==> config.mk <==
export PLATFORM = sky130hd
export DESIGN_NAME = iomc_array
export DESIGN_NICKNAME = d
export VERILOG_FILES = /design/src/rtl/iomc_pkg.sv /design/src/rtl/iomc_cfg.sv /design/src/rtl/iomc_grpctl.sv /design/src/rtl/iomc_cell.sv /design/src/rtl/iomc_rdmux.sv /design/src/rtl/iomc_array.sv
export SDC_FILE = /design/constraint.sdc
export NUM_CORES = 1
export LEC_CHECK = 0
export BUFFER_PORTS_ARGS = -buffer_cell sky130_fd_sc_hd__buf_2
export CORE_ASPECT_RATIO = 1.4
export CORE_UTILIZATION = 60
export CTS_CLUSTER_SIZE = 30
export DETAILED_ROUTE_END_ITERATION = 10
export PLACE_DENSITY = 0.82
export SYNTH_ARGS = -nofsm -noshare
export SYNTH_HDL_FRONTEND = slang
export SYNTH_SLANG_ARGS = --single-unit
==> constraint.sdc <==
create_clock -name clk -period 3.12 [get_ports clk]
set_input_delay 0.156 -clock clk [delete_from_list [all_inputs] [get_ports clk]]
set_output_delay 0.156 -clock clk [all_outputs]
set_load 0.005 [all_outputs]
==> src/rtl/iomc_pkg.sv <==
package iomc_pkg;
    typedef enum logic [1:0] {
        MODE_PASS     = 2'd0,
        MODE_LATCH    = 2'd1,
        MODE_REG      = 2'd2,
        MODE_PASS_ALT = 2'd3
    } cell_mode_e;
endpackage

==> src/rtl/iomc_cfg.sv <==
module iomc_cfg #(
    parameter int NPORTS    = 3,
    parameter int PORT_W    = 8,
    parameter int SKIP_PORT = 2,
    parameter int SKIP_BIT  = 2,
    parameter int AW        = 4
) (
    input  logic                         clk,
    input  logic                         rst_n,
    input  logic                         we,
    input  logic [AW-1:0]                addr,
    input  logic [PORT_W-1:0]            wdata,
    output logic [2*NPORTS*PORT_W-1:0]   mode_o,
    output logic [2*NPORTS-1:0]          sel_o
);
    localparam int NPIN     = NPORTS * PORT_W;
    localparam int NGRP     = NPORTS * 2;
    localparam int HALF     = PORT_W / 2;
    localparam int SKIP_IDX = SKIP_PORT * PORT_W + SKIP_BIT;

    typedef struct packed {
        logic [2*NPIN-1:0] mode;
        logic [NGRP-1:0]   sel;
    } cfg_t;

    cfg_t cfg_d, cfg_q;

    always_comb begin
        cfg_d = cfg_q;
        if (we) begin
            for (int g = 0; g < NGRP; g++) begin
                if (addr == AW'(g)) begin
                    for (int i = 0; i < HALF; i++) begin
                        cfg_d.mode[2*(g*HALF+i) +: 2] = wdata[2*i +: 2];
                    end
                end
            end
            if (addr == AW'(NGRP)) begin
                cfg_d.sel = wdata[NGRP-1:0];
            end
        end
        cfg_d.mode[2*SKIP_IDX +: 2] = 2'b00;
    end

    always_ff @(posedge clk or negedge rst_n) begin
        if (!rst_n) cfg_q <= '0;
        else        cfg_q <= cfg_d;
    end

    assign mode_o = cfg_q.mode;
    assign sel_o  = cfg_q.sel;
endmodule

==> src/rtl/iomc_grpctl.sv <==
module iomc_grpctl #(
    parameter int NGRP = 6
) (
    input  logic            clk,
    input  logic            rst_n,
    input  logic [NGRP-1:0] grp_term,
    input  logic            addr_strobe,
    input  logic [NGRP-1:0] sel,
    output logic [NGRP-1:0] grp_en,
    output logic [NGRP-1:0] grp_rise
);
    typedef struct packed {
        logic [NGRP-1:0] prev;
    } ctl_t;

    ctl_t ctl_d, ctl_q;

    always_comb begin
        for (int g = 0; g < NGRP; g++) begin
            grp_en[g] = sel[g] ? addr_strobe : grp_term[g];
        end
        ctl_d.prev = grp_en;
        grp_rise   = grp_en & ~ctl_q.prev;
    end

    always_ff @(posedge clk or negedge rst_n) begin
        if (!rst_n) ctl_q <= '0;
        else        ctl_q <= ctl_d;
    end
endmodule

==> src/rtl/iomc_cell.sv <==
module iomc_cell
    import iomc_pkg::*;
(
    input  logic       clk,
    input  logic       rst_n,
    input  logic       pin,
    input  logic [1:0] mode,
    input  logic       en,
    input  logic       rise,
    output logic       cell_out
);
    typedef struct packed {
        logic held;
    } cell_t;

    cell_t      cell_d, cell_q;
    cell_mode_e cur_mode;

    assign cur_mode = cell_mode_e'(mode);

    always_comb begin
        cell_d = cell_q;
        case (cur_mode)
            MODE_LATCH: if (en)   cell_d.held = pin;
            MODE_REG:   if (rise) cell_d.held = pin;
            default: ;
        endcase
        cell_out = (cur_mode == MODE_LATCH || cur_mode == MODE_REG) ? cell_q.held : pin;
    end

    always_ff @(posedge clk or negedge rst_n) begin
        if (!rst_n) cell_q <= '0;
        else        cell_q <= cell_d;
    end
endmodule

==> src/rtl/iomc_rdmux.sv <==
module iomc_rdmux #(
    parameter int NPORTS = 3,
    parameter int PORT_W = 8,
    parameter int RD_AW  = 2
) (
    input  logic [NPORTS*PORT_W-1:0] bus,
    input  logic [RD_AW-1:0]         rd_addr,
    output logic [PORT_W-1:0]        rd_data
);
    always_comb begin
        rd_data = '0;
        for (int p = 0; p < NPORTS; p++) begin
            if (rd_addr == RD_AW'(p)) rd_data = bus[p*PORT_W +: PORT_W];
        end
    end
endmodule

==> src/rtl/iomc_array.sv <==
module iomc_array #(
    parameter int NPORTS    = 3,
    parameter int PORT_W    = 8,
    parameter int SKIP_PORT = 2,
    parameter int SKIP_BIT  = 2,
    parameter int AW        = 4,
    parameter int RD_AW     = 2
) (
    input  logic                       clk,
    input  logic                       rst_n,
    input  logic [NPORTS*PORT_W-1:0]   pin_in,
    input  logic [2*NPORTS-1:0]        grp_term,
    input  logic                       addr_strobe,
    input  logic                       cfg_we,
    input  logic [AW-1:0]              cfg_addr,
    input  logic [PORT_W-1:0]          cfg_wdata,
    input  logic [RD_AW-1:0]           rd_addr,
    output logic [PORT_W-1:0]          rd_data,
    output logic [NPORTS*PORT_W-1:0]   pld_bus
);
    localparam int NPIN     = NPORTS * PORT_W;
    localparam int NGRP     = NPORTS * 2;
    localparam int HALF     = PORT_W / 2;
    localparam int SKIP_IDX = SKIP_PORT * PORT_W + SKIP_BIT;

    logic [2*NPIN-1:0] cell_mode;
    logic [NGRP-1:0]   grp_sel;
    logic [NGRP-1:0]   grp_en;
    logic [NGRP-1:0]   grp_rise;

    iomc_cfg #(
        .NPORTS(NPORTS), .PORT_W(PORT_W), .SKIP_PORT(SKIP_PORT),
        .SKIP_BIT(SKIP_BIT), .AW(AW)
    ) u_cfg (
        .clk(clk), .rst_n(rst_n), .we(cfg_we), .addr(cfg_addr),
        .wdata(cfg_wdata), .mode_o(cell_mode), .sel_o(grp_sel)
    );

    iomc_grpctl #(.NGRP(NGRP)) u_grpctl (
        .clk(clk), .rst_n(rst_n), .grp_term(grp_term),
        .addr_strobe(addr_strobe), .sel(grp_sel),
        .grp_en(grp_en), .grp_rise(grp_rise)
    );

    for (genvar i = 0; i < NPIN; i++) begin : g_cell
        if (i == SKIP_IDX) begin : g_absent
            logic unused_absent;
            assign unused_absent = ^{pin_in[i], cell_mode[2*i +: 2]};
            assign pld_bus[i]    = 1'b0;
        end else begin : g_present
            iomc_cell u_cell (
                .clk(clk), .rst_n(rst_n), .pin(pin_in[i]),
                .mode(cell_mode[2*i +: 2]),
                .en(grp_en[i / HALF]), .rise(grp_rise[i / HALF]),
                .cell_out(pld_bus[i])
            );
        end
    end

    iomc_rdmux #(.NPORTS(NPORTS), .PORT_W(PORT_W), .RD_AW(RD_AW)) u_rdmux (
        .bus(pld_bus), .rd_addr(rd_addr), .rd_data(rd_data)
    );
endmodule

Word level (Yosys, flattened, before mapping)
Cells that the tools add are included.
Operators by class
  eq/ne operators: 100
  mux-type cells: 101
  bitwise logic cells: 2
  reductions and logical operators: 78
Operator list (count)
  != test 2 bit, second input constant: 38
  2-to-1 mux 1 bit: 75
  AND reduction 3 bit: 23
  equality test 2 x 1 -> 1 bit, second input constant: 24
  equality test 2 bit, second input constant: 24
  one-hot mux 1 bit (2 select lines): 23
  nonzero test 2 bit: 23
  2-to-1 mux 8 bit: 3
  logical OR 1 bit: 23
  != test 2 x 1 -> 1 bit, second input constant: 8
  AND reduction 2 bit: 7
  equality test 4 x 3 -> 1 bit, second input constant: 3
  equality test 4 x 2 -> 1 bit, second input constant: 2
  AND 6 bit: 1
  inverter 6 bit: 1
  equality test 4 x 1 -> 1 bit, second input constant: 1
  logical NOT 4 bit: 1
  logical NOT 2 bit: 1
Storage, ports and cells
  flip-flop bits (word level): 81
  input bits: 48
  output and inout port bits: 32
  logic and storage cells: 312

Depth between registers and ports, before layout
Gate-level depths: netlist of the first run.
  word-level depth: 6
  depth in mapped cells: 5
  depth with buffers taken out: 5

Modules after synthesis
A second synthesis of the first run with hierarchy kept.
Unflattened totals
  cells, all modules: 504
  area total of the unflattened synthesis: 5494.0 um^2
By module, submodules not included
  iomc_cell at g_cell[0].g_present.u_cell ...: instances 17, cells an instance 15, area each 128.9 um^2
  iomc_cfg: instances 1, cells an instance 119, area each 2043.2 um^2
  iomc_cell at g_cell[4].g_present.u_cell ...: instances 6, cells an instance 15, area each 121.4 um^2
  iomc_grpctl: instances 1, cells an instance 18, area each 322.8 um^2
  iomc_rdmux: instances 1, cells an instance 20, area each 197.7 um^2
  iomc_array: instances 1, cells an instance 2, area each 11.3 um^2

Least setup slack after synthesis of the first run
Ideal clock, no wire load.
  path kind: reg-to-output
  from: register u_cfg.cfg_q (netlist bit u_cfg.mode_o[24])
  to: output port rd_data[4]
  data arrival time: 1.229 ns
  required time: 2.964 ns
  path slack: 1.735 ns
  stages on the path, launching flop included: 6
  cells stage by stage: dfrtp_1 inv_1 ha_1 mux2_2 a22oi_1 nand2_1
Between the ends
  word-level cells in the longest chain between the ends: 5
Ends and longest elaborated chain
  from (decl): RTL line iomc_cfg.sv:26  | cfg_t cfg_d, cfg_q;
  from (signal assigned): RTL line iomc_cfg.sv:47  | else cfg_q <= cfg_d;
  equality test 2 x 1 -> 1 bit / equality test 2 bit (equally long branches): RTL line iomc_cell.sv:28  | cell_out = (cur_mode == MODE_LATCH || cur_mode == MODE_REG) ? cell_q.held : pin;
  logical OR 1 bit (*): RTL line iomc_cell.sv:28
  2-to-1 mux 1 bit (*): RTL line iomc_cell.sv:28
  net g_cell[12].g_present.u_cell.cell_out: RTL line iomc_cell.sv:10  | output logic cell_out
  2-to-1 mux 8 bit (*) (2 in a row): RTL line iomc_rdmux.sv:13  | if (rd_addr == RD_AW'(p)) rd_data = bus[p*PORT_W +: PORT_W];
  to (decl): RTL line iomc_array.sv:18  | output logic [PORT_W-1:0] rd_data,
The timed path passes the listed nets; every way through them passes the cells marked *.

Final worst setup path of the first run
  from: register u_cfg.cfg_q (netlist bit u_cfg.mode_o[34])
  to: output port rd_data[1]
Between the ends
  word-level cells in the longest chain between the ends: 4
Ends and longest elaborated chain (RTL line)
  equality test 2 x 1 -> 1 bit / equality test 2 bit (equally long branches): iomc_cell.sv:28
  logical OR 1 bit (*): iomc_cell.sv:28
  2-to-1 mux 1 bit (*): iomc_cell.sv:28
  2-to-1 mux 8 bit (*): iomc_rdmux.sv:13
Every way passes the cells marked *; elsewhere a longest branch is shown, timed or not.

==> results.sh, run 1 <==
export IMPL_finalSetupTns_ns=0
export IMPL_start_kind="register"
export IMPL_vias=3070
export IMPL_synth_edf_count=0
export IMPL_grt_pass1_vias=3249
export IMPL_synth_ff_type="dfrtp_1"
export IMPL_ir_drop_mv=0.418
export IMPL_rsz0062_at_grt="false"
export IMPL_critPathMaxFanout=3
export IMPL_cts_tree="built"
export IMPL_finalSetupViolCount=0
export IMPL_syn_inst=412
export IMPL_status="complete, but fails checks"
export IMPL_fin_crit_sh_pct=64.1
export IMPL_place_gp_congestion=0.750
export IMPL_yosysWarningCount=0
export IMPL_die_h_um=108
export IMPL_clkTransAtPathRegs_ns=0.08
export IMPL_cts_path_max_buffers=2
export IMPL_fin_total_pwr_mw=3.64
export IMPL_antenna_found_initial=0
export IMPL_synth_seq_area_share_pct=42.3
export IMPL_cts_made_buffers=9
export IMPL_hold_slack_ns=-0.0445
export IMPL_synth_top_area_share_pct=42.3
export IMPL_endpoint_kind="output port"
export IMPL_ys_ff_latch=81
export IMPL_drv_slew=0
export IMPL_worstSetupPathType="register to output port"
export IMPL_rows=38
export IMPL_drc=0
export IMPL_powerDensity_nw_per_um2=688
export IMPL_numPortBuffers=77
export IMPL_cap_violations=0
export IMPL_stdcell_count=577
export IMPL_cts_hold_buf=0
export IMPL_cp_required_ns=2.96
export IMPL_yosysTopAreaCell="dfrtp_1"
export IMPL_placed_cells=561
export IMPL_synth_nets=506
export IMPL_final_antenna_net_count=0
export IMPL_clock_skew_ns=0.00401
export IMPL_violations="negative hold slack"
export IMPL_syn_avg_cell_area_um2=11.6
export IMPL_fillers=611
export IMPL_die_area_um2=8350
export IMPL_grt_max_degree=82
export IMPL_max_freq_ghz=0.500
export IMPL_initial_core_util_pct=61.8
export IMPL_yosys_top_cells_area="dfrtp_1, mux2_2, ha_1"
export IMPL_synth_distinct_cells=22
export IMPL_syn_area_um2=4790
export IMPL_post_cts_setup_buffer_count=0
export IMPL_n_antenna_cell=0
export IMPL_synth_common_cells="mux2_2, dfrtp_1, inv_1"
export IMPL_yosysMostFrequentCell="mux2_2"
export IMPL_hold_viol=30
export IMPL_drt_wl_total_mm=9.34
export IMPL_worst_slew_pin_slew_ns=1.01
export IMPL_io_pins=80
export IMPL_avgRoutedWirePerCell_um=16.2
export IMPL_clock_latency_ns=0.35
export IMPL_cts_root_buf="clkbuf_8"
export IMPL_synth_async_reset_ratio_pct=100
export IMPL_layout_min_cycle_time_ns=2.00
export IMPL_core_area_um2=7750
export IMPL_reg2reg_slack_ns=1.62
export IMPL_cts_sinks=81
export IMPL_firstDrtPassIters=5
export IMPL_dp_final_hpwl_mm=6.99
export IMPL_grt_usage_pct=24.6
export IMPL_leakage_nw=2.63
export IMPL_die_w_um=77.5
export IMPL_grt_first_pass_wirelength_mm=15.3
export IMPL_syn_to_final_growth_pct=10.5
export IMPL_grt_overflow_total=0
export IMPL_slew_headroom_pct=32.4
export IMPL_routed_via_density=5.32
export IMPL_hold_path_class="primary input to async pin"
export IMPL_cts_resized=0
export IMPL_h_tree_depth=3
export IMPL_drt_iter0_drc=107
export IMPL_drive_above_1_share_pct=41.3
export IMPL_worst_ep_arrival_time_ns=1.84
export IMPL_nNetsFinal=566
==> final timing paths <==
kind / cells after the start / endpoint / from
setup / recovery: 6 / rd_data[1] / u_cfg.mode_o[34]$_DFFE_PN0P_
hold / removal: 1 / g_cell[0].g_present.u_cell.cell_q$_DFFE_PN0P_ / rst_n
setup reg to reg: 5 / g_cell[12].g_present.u_cell.cell_q$_DFFE_PN0P_ / u_cfg.mode_o[24]$_DFFE_PN0P_
hold reg to reg: 1 / g_cell[15].g_present.u_cell.cell_q$_DFFE_PN0P_ / g_cell[15].g_present.u_cell.cell_q$_DFFE_PN0P_
max in group asynchronous: 1 / u_cfg.mode_o[44]$_DFFE_PN0P_ / rst_n
min in group clk: 2 / g_cell[1].g_present.u_cell.cell_q$_DFFE_PN0P_ / pin_in[1]
==> critical path, stage by stage (launching register included) <==
cell and delay [ns]:
dfrtp_1 0.37, inv_1 0.05, ha_1 0.31, mux2_2 0.35, a22oi_1 0.21, nand2_1 0.07, buf_2 0.12
==> layout make-up <==
class / count / area [um^2] / share of cell area (%)
Multi-Input combinational cell: 251 / 2370 / 44.7
Sequential cell: 81 / 2030 / 38.3
Timing Repair Buffer: 77 / 388 / 7.33
Inverter: 52 / 195 / 3.69
Clock buffer: 14 / 183 / 3.45
Tap cell: 100 / 125 / 2.36
Clock inverter: 2 / 10.0 / 0.189
==> layer usage <==
layer | share of wire [%] | up-vias | wire [um] | global-route usage (%)
met1 | 41 | 1503 | 3800 | 27.8
met2 | 52 | 81 | 4870 | 44.9
met5 | 0 | - | 0 | 0
li1 | - | 1467 | - | -
met3 | 4.1 | 19 | 381 | 3.31
met4 | 3.0 | 0 | 281 | 12.7
==> kinds of logic (layout without fill, tap and decap cells) <==
logic type      after synthesis  in the layout  share of synthesized area [%]
mux                         104            104                           24.3
flops                        81             81                           42.3
buf+inv                      80            145                           8.33
simple gates                 69             69                           9.09
fa+ha+maj                    46             46                           12.0
compound gates               31             31                           3.92
other cells                   1              1                         0.0783
==> sequential cells by signal, indices dropped and copies added, names as in the netlist <==
signal and cells:
u_cfg.mode_o 46, g_cell.g_present.u_cell.cell_q 23, u_cfg.sel_o 6, u_grpctl.ctl_q 6
==> power breakdown <==
| part | total (mW) | internal, mW | leakage, nW | switching, mW |
|---|---|---|---|---|
| Sequential | 1.58 | 1.37 | 0.979 | 0.205 |
| Combinational | 1.33 | 0.752 | 1.55 | 0.573 |
| Clock | 0.739 | 0.374 | 0.102 | 0.365 |
==> placed cells by master (no fill, tap or decap), types with 7 or more instances in the layout <==
cell / synthesis / final
a22oi_1: 7 / 7
inv_1: 52 / 52
clkbuf_8: 0 / 13
mux2_2: 98 / 98
ha_1: 46 / 46
dfrtp_1: 81 / 81
nand2b_1: 36 / 36
nand2_1: 15 / 15
buf_2: 1 / 76
nor2_1: 8 / 8
a21oi_1: 18 / 18
==> metrics by stage <==
step / util [%] / cell area, um^2 / hold WS [ns] / setup slack (ns)
floorplan: - / 4790 / -0.140 / 1.74
global placement: 65.8 / 5100 / 0.392 / 1.54
global route: 68.3 / 5290 / 0.0391 / 1.00
detailed placement: 65.8 / 5100 / 0.392 / 1.52
finish: 68.3 / 5290 / -0.0445 / 1.12
CTS: 68.3 / 5290 / 0.00878 / 1.13
Note: power is estimated with default switching activity, not from simulation.
==> inputs of run 2 (changes only) <==
--- a/config.mk
+++ b/config.mk
@@ -5,12 +5,13 @@
 export SDC_FILE = /design/constraint.sdc
 export NUM_CORES = 1
 export LEC_CHECK = 0
+export ABC_AREA = 1
 export BUFFER_PORTS_ARGS = -buffer_cell sky130_fd_sc_hd__buf_2
 export CORE_ASPECT_RATIO = 1.4
-export CORE_UTILIZATION = 60
+export CORE_UTILIZATION = 52
 export CTS_CLUSTER_SIZE = 30
 export DETAILED_ROUTE_END_ITERATION = 10
-export PLACE_DENSITY = 0.82
+export PLACE_DENSITY = 0.75
 export SYNTH_ARGS = -nofsm -noshare
 export SYNTH_HDL_FRONTEND = slang
 export SYNTH_SLANG_ARGS = --single-unit
==> constraint.sdc (replaced) <==
create_clock -name clk -period 1.7 [get_ports clk]
set_input_delay 0.085 -clock clk [delete_from_list [all_inputs] [get_ports clk]]
set_output_delay 0.085 -clock clk [all_outputs]
set_load 0.005 [all_outputs]
==> results.sh, run 2 <==
export IMPL_io_pins=80
export IMPL_synth_top_area_share_pct=38.6
export IMPL_rr_worst_depth=7
export IMPL_worstSetupPathType="register to output port"
export IMPL_die_area_um2=10500
export IMPL_synthXorXnorAreaFrac_pct=0
export IMPL_drt_wl_total_mm=11.9
export IMPL_setup_ws_ns=0.0663
export IMPL_yosys_top_cells_area="dfrtp_1, nand2_1, ha_1"
export IMPL_yosysWarningCount=0
export IMPL_cts_tree="built"
export IMPL_clkTransAtPathRegs_ns=0.06
export IMPL_dp_final_hpwl_mm=8.76
export IMPL_placed_cells=920
export IMPL_rows=43
export IMPL_synth_compound_area_share_pct=2.38
export IMPL_grt_first_pass_wirelength_mm=19.2
export IMPL_routed_via_density=4.76
export IMPL_avgRoutedWirePerCell_um=12.5
export IMPL_hold_path_class="primary input to register"
export IMPL_intPower_mw=4.72
export IMPL_syn_to_final_growth_pct=18.0
export IMPL_drv_slew=0
export IMPL_synth_async_reset_ratio_pct=100
export IMPL_vias=4551
export IMPL_grt_usage_pct=24.1
export IMPL_place_ws_ns=0.247
export IMPL_finalSetupViolCount=0
export IMPL_largest_reg_flops=46
export IMPL_synth_mux_area_share_pct=0
export IMPL_cp_required_ns=1.62
export IMPL_drive_above_1_share_pct=15.6
export IMPL_path_buf_inv=3
export IMPL_h_tree_depth=3
export IMPL_leakage_nw=3.56
export IMPL_reg2reg_slack_ns=0.49
export IMPL_endpoint_kind="output port"
export IMPL_critPathMaxFanout=3
export IMPL_critPathSlowestCell="dfrtp_1"
export IMPL_hold_slack_ns=-0.000622
export IMPL_drt_iter0_drc=276
export IMPL_yosysMostFrequentCell="nand2_1"
export IMPL_hold_depth=3
export IMPL_core_area_um2=9850
export IMPL_synth_edf_count=0
export IMPL_grt_pass1_vias=4146
export IMPL_switching_share_pct=36.3
export IMPL_synth_nets=827
export IMPL_antenna_found_initial=0
export IMPL_cts_made_buffers=9
export IMPL_layout_commonest_cell="nand2_1"
export IMPL_synth_distinct_cells=21
export IMPL_clockPowerShare_pct=25.7
export IMPL_synth_common_cells="nand2_1, inv_1, dfrtp_1"
export IMPL_cp_startpoint="u_cfg.mode_o[46]$_DFFE_PN0P_"
export IMPL_hold_viol=1
export IMPL_synth_seq_area_share_pct=38.6
export IMPL_violations="negative hold slack"
export IMPL_syn_area_um2=5260
export IMPL_power_frac_seq_pct=38.5
export IMPL_cap_violations=0
export IMPL_worst_ep_arrival_time_ns=1.55
export IMPL_ir_drop_mv=0.605
export IMPL_syn_avg_cell_area_um2=7.17
export IMPL_final_cell_mix="nand2_1, inv_1, dfrtp_1"
export IMPL_nNetsFinal=910
export IMPL_clock_skew_ns=0.00595
export IMPL_powerDensity_nw_per_um2=1190
export IMPL_crit_path_cell_trace="inv_1 > ha_1 > inv_1 > nand2_1 > nand2_1 > nand2_2 > nand3_1 > buf_2"
export IMPL_cts_sinks=81
export IMPL_synth_ff_type="dfrtp_1"
export IMPL_synthAdderAreaFrac_pct=11.0
export IMPL_final_antenna_net_count=0
export IMPL_grt_overflow_total=0
export IMPL_die_w_um=87.0
export IMPL_syn_inst=733
export IMPL_start_kind="register"
export IMPL_timing_rr_start="u_cfg.mode_o[24]$_DFFE_PN0P_"
export IMPL_fillers=897
export IMPL_fin_crit_sh_pct=96.1
export IMPL_crit_family="flip-flops"
export IMPL_place_gp_congestion=0.843
export IMPL_yosysTopAreaCell="dfrtp_1"
export IMPL_switchingPower_mw=2.69
export IMPL_layout_min_cycle_time_ns=1.63
export IMPL_fin_total_pwr_mw=7.40
export IMPL_yosys_area_share_simple_pct=34.6
export IMPL_synth_top_family_by_area="simple AND/OR/NAND/NOR gates"
export IMPL_numPortBuffers=77
export IMPL_grt_max_degree=45
export IMPL_cts_root_buf="clkbuf_16"
export IMPL_max_freq_ghz=0.612
export IMPL_ys_ff_latch=81
export IMPL_status="complete, but fails checks"
export IMPL_drc=0
export IMPL_firstDrtPassIters=4
export IMPL_p_comb_share_pct=35.8
export IMPL_die_h_um=121
export IMPL_rr_endpoint="g_cell[12].g_present.u_cell.cell_q$_DFFE_PN0P_"
export IMPL_worstSetupEndpoint="rd_data[7]"
export IMPL_cp_slowest_stage_delay_ns=0.37
export IMPL_path_depth=8
export IMPL_cts_path_max_buffers=2
export IMPL_n_antenna_cell=0
export IMPL_stdcell_count=956
export IMPL_clock_latency_ns=0.34
export IMPL_initial_core_util_pct=53.4
## run 2: worst min-delay path by stage
stage,startpoint,end,slack [ns]
4_1_cts,pin_in[21],g_cell[21].g_present.u_cell.cell_q$_DFFE_PN0P_,0.001
5_1_grt,pin_in[15],g_cell[15].g_present.u_cell.cell_q$_DFFE_PN0P_,0.01
2_1_floorplan,rst_n,g_cell[0].g_present.u_cell.cell_q$_DFFE_PN0P_,-0.21
3_5_place_dp,rst_n,g_cell[3].g_present.u_cell.cell_q$_DFFE_PN0P_,-0.02
6_report,pin_in[21],g_cell[21].g_present.u_cell.cell_q$_DFFE_PN0P_,-0.0006
3_3_place_gp,rst_n,g_cell[3].g_present.u_cell.cell_q$_DFFE_PN0P_,-0.02
## run 2: what timing repair did
action                     in CTS  in global routing
hold buffers                   15                  0
setup endpoints to repair       4                  7
cloned                          0                  0
pin swaps                       0                  1
resized for setup               5                 12
buffers inserted                0                  5
hold endpoints to repair       95                  0
## run 2: logic make-up after synthesis
group                    Yosys count
AO/OA/AOI/OAI                     24
buffers and inverters            158
flip-flops                        81
AND/OR/NAND/NOR                  423
adder cells (fa/ha/maj)           46
other                              1
## run 2: per-stage QoR
stage | instance area [um^2] | TNS (ns) | utilization, %
global route | 6200 | -0.00416 | 63.0
global placement | 5670 | 0 | 57.6
CTS | 6120 | 0 | 62.1
detailed placement | 5670 | 0 | 57.6
finish | 6200 | 0 | 63.0
floorplan | 5260 | 0 | -
## run 2: worst reg2reg max path, cell delays in order (launching register included)
cell,delay [ns]
dfrtp_1,0.39
buf_4,0.14
buf_4,0.12
ha_1,0.19
nand2_1,0.07
nand2_1,0.06
nand3_1,0.06
nand2_1,0.06
## run 2: power by group through the flow
stage / clock network (mW) / registers, mW / logic, mW
final: 1.90 / 2.85 / 2.65
after global routing: 2.00 / 2.93 / 3.09
after CTS: 1.92 / 2.86 / 2.58
after detailed placement: 0 / 2.89 / 2.50
after global placement: 0 / 2.84 / 2.40
after floorplan: 0 / 2.78 / 2.03
## run 2: final cells by class
cell class / instances / area, um^2 / share of cell area, %
well taps: 135 / 169 / 2.72
clock inverters: 4 / 26.3 / 0.424
inverters: 126 / 473 / 7.63
multi-input cells: 494 / 2570 / 41.5
flip-flops and latches: 81 / 2030 / 32.7
repair buffers: 104 / 666 / 10.7
clock buffers: 12 / 267 / 4.30
## run 2: per-layer routing
metal | vias up | wire [um] | track usage [%]
li1 | 2374 | - | -
met3 | 16 | 557 | 4.76
met4 | 0 | 189 | 9.17
met5 | - | 0 | 0
met2 | 103 | 6220 | 43.0
met1 | 2058 | 4980 | 28.2
==> inputs of run 3 (changes only) <==
--- a/config.mk
+++ b/config.mk
@@ -8,10 +8,12 @@
 export ABC_AREA = 1
 export BUFFER_PORTS_ARGS = -buffer_cell sky130_fd_sc_hd__buf_2
 export CORE_ASPECT_RATIO = 1.4
-export CORE_UTILIZATION = 52
+export CORE_UTILIZATION = 54
+export CTS_BUF_LIST = sky130_fd_sc_hd__clkbuf_2
 export CTS_CLUSTER_SIZE = 30
 export DETAILED_ROUTE_END_ITERATION = 10
-export PLACE_DENSITY = 0.75
+export PLACE_DENSITY = 0.77
+export SETUP_SLACK_MARGIN = 0.2
 export SYNTH_ARGS = -nofsm -noshare
 export SYNTH_HDL_FRONTEND = slang
 export SYNTH_SLANG_ARGS = --single-unit
==> results.sh, run 3 (synthesized netlist as in run 2, its figures left out) <==
export IMPL_status="complete, but fails checks"
export IMPL_violations="negative setup slack"
export IMPL_grt_first_pass_wirelength_mm=23.3
export IMPL_worst_ep_arrival_time_ns=1.90
export IMPL_rows=42
export IMPL_reg2reg_slack_ns=0.24
export IMPL_clockPowerShare_pct=13.0
export IMPL_fillers=593
export IMPL_critPathMaxFanout=3
export IMPL_power_frac_seq_pct=36.1
export IMPL_start_kind="register"
export IMPL_holdPathEnd="g_cell[9].g_present.u_cell.cell_q$_DFFE_PN0P_"
export IMPL_firstDrtPassIters=5
export IMPL_nNetsFinal=1024
export IMPL_hold_depth=5
export IMPL_multi_input_area_um2=2980
export IMPL_cts_path_max_buffers=2
export IMPL_grt_max_degree=40
export IMPL_p_comb_share_pct=50.8
export IMPL_dp_final_hpwl_mm=8.94
export IMPL_powerDensity_nw_per_um2=1070
export IMPL_initial_core_util_pct=55.6
export IMPL_setup_ws_ns=-0.284
export IMPL_n_antenna_cell=0
export IMPL_hold_slack_ns=0.00708
export IMPL_die_w_um=85.4
export IMPL_syn_to_final_growth_pct=41.5
export IMPL_finalSetupViolCount=22
export IMPL_layout_commonest_cell="nand2_1"
export IMPL_die_area_um2=10100
export IMPL_avgRoutedWirePerCell_um=15.2
export IMPL_drv_slew=0
export IMPL_switching_share_pct=40.2
export IMPL_hold_viol=0
export IMPL_ir_drop_mv=0.836
export IMPL_cp_required_ns=1.62
export IMPL_max_freq_ghz=0.504
export IMPL_worstSetupPathType="register to output port"
export IMPL_vias=5466
export IMPL_antenna_found_initial=0
export IMPL_h_tree_depth=3
export IMPL_hold_start="addr_strobe"
export IMPL_hold_path_class="primary input to register"
export IMPL_largest_reg_flops=46
export IMPL_timing_rr_start="u_cfg.sel_o[5]$_DFFE_PN0P_"
export IMPL_clock_skew_ns=0.0311
export IMPL_numPortBuffers=77
export IMPL_layout_min_cycle_time_ns=1.98
export IMPL_drc=0
export IMPL_drt_iter0_drc=315
export IMPL_clkTransAtPathRegs_ns=0.23
export IMPL_cts_root_buf="clkbuf_2"
export IMPL_worst_slew_pin_slew_ns=1.02
export IMPL_ff_latch_area_um2=2030
export IMPL_rr_worst_depth=4
export IMPL_drive_above_1_share_pct=29.4
export IMPL_cts_made_buffers=9
export IMPL_slew_headroom_pct=31.8
export IMPL_io_pins=80
export IMPL_intPower_mw=4.77
export IMPL_grt_pass1_vias=5136
export IMPL_grt_usage_pct=29.6
export IMPL_placed_cells=895
export IMPL_routed_via_density=5.23
export IMPL_rsz0062_at_grt="true"
export IMPL_grt_overflow_total=0
export IMPL_final_antenna_net_count=0
export IMPL_cts_sinks=81
export IMPL_die_h_um=119
export IMPL_switchingPower_mw=3.21
export IMPL_fin_crit_sh_pct=117
export IMPL_endpoint_kind="output port"
export IMPL_place_gp_congestion=0.817
export IMPL_stdcell_count=1045
export IMPL_leakage_nw=4.07
export IMPL_cap_violations=0
export IMPL_cts_tree="built"
export IMPL_rr_endpoint="u_grpctl.ctl_q[5]$_DFF_PN0_"
export IMPL_clock_latency_ns=0.60
export IMPL_drt_wl_total_mm=15.9
export IMPL_core_area_um2=9460
export IMPL_final_cell_mix="nand2_1, inv_1, dfrtp_1"
[run 3: cell count changes in the layout (fill, tap and decap cells not counted), sizes merged]
cell,before,now
dlymetal6s4s,0,3
clkinv,3,5
bufinv,0,1
buf,89,144
dlygate4sd3,15,70
clkbuf,12,10
[run 3: per-stage QoR]
stage	util (%)	total power [mW]	setup TNS [ns]	instance area [um^2]	setup WS [ns]
2_1_floorplan	-	4.82	0	5260	0.593
3_3_place_gp	59.5	5.23	0	5630	0.279
3_5_place_dp	59.5	5.40	0	5630	0.244
4_1_cts	73.9	7.21	-2.57	6990	-0.221
5_1_grt	78.6	8.55	-4.24	7430	-0.345
6_report	78.6	7.98	-2.05	7430	-0.284
[run 3: layout make-up]
class | instances | area share [%]
clock buffers | 9 | 0.606
clock inverters | 7 | 0.825
inverters | 126 | 6.36
multi-input cells | 494 | 40.1
flip-flops and latches | 81 | 27.3
well taps | 110 | 1.85
repair buffers | 218 | 23.0
[run 3: routing by layer]
metal / share of wire, % / vias up / track usage [%]
met4: 4.0 / 0 / 14.7
met3: 5.7 / 62 / 4.82
li1: - / 2605 / -
met1: 37 / 2578 / 32.8
met2: 54 / 221 / 53.9
met5: 0 / - / 0
[run 3: worst max-delay path, stage by stage (launching register included)]
cell and delay, ns:
dfrtp_1 0.48, ha_4 0.28, o21ai_4 0.18, nand2_1 0.09
nand3_1 0.15, buf_2 0.13
[run 3: worst max-delay path by stage]
stage          slack, ns                          from  cells after the start    endpoint
2_1_floorplan       0.59  u_cfg.mode_o[18]$_DFFE_PN0P_                      5  rd_data[1]
3_3_place_gp        0.28  u_cfg.mode_o[42]$_DFFE_PN0P_                      6  rd_data[5]
3_5_place_dp        0.24  u_cfg.mode_o[42]$_DFFE_PN0P_                      6  rd_data[5]
4_1_cts            -0.22  u_cfg.mode_o[42]$_DFFE_PN0P_                      6  rd_data[5]
5_1_grt            -0.34  u_cfg.mode_o[10]$_DFFE_PN0P_                      7  rd_data[5]
6_report           -0.28  u_cfg.mode_o[43]$_DFFE_PN0P_                      5  rd_data[5]
[run 3: repair_timing]
action	in CTS	in global routing
gates cloned	0	1
pin swaps	42	35
endpoints found under the hold margin	162	12
gates resized for setup	54	71
endpoints found under the setup margin	31	72
buffers inserted	42	18
hold buffers	73	2
[run 3: power by group through the flow]
stage | sequential (mW) | combinational (mW) | clock [mW]
2_1_floorplan | 2.78 | 2.03 | 0
3_3_place_gp | 2.84 | 2.39 | 0
3_5_place_dp | 2.90 | 2.50 | 0
4_1_cts | 2.82 | 3.34 | 1.04
5_1_grt | 2.94 | 4.50 | 1.11
6_report | 2.88 | 4.06 | 1.04
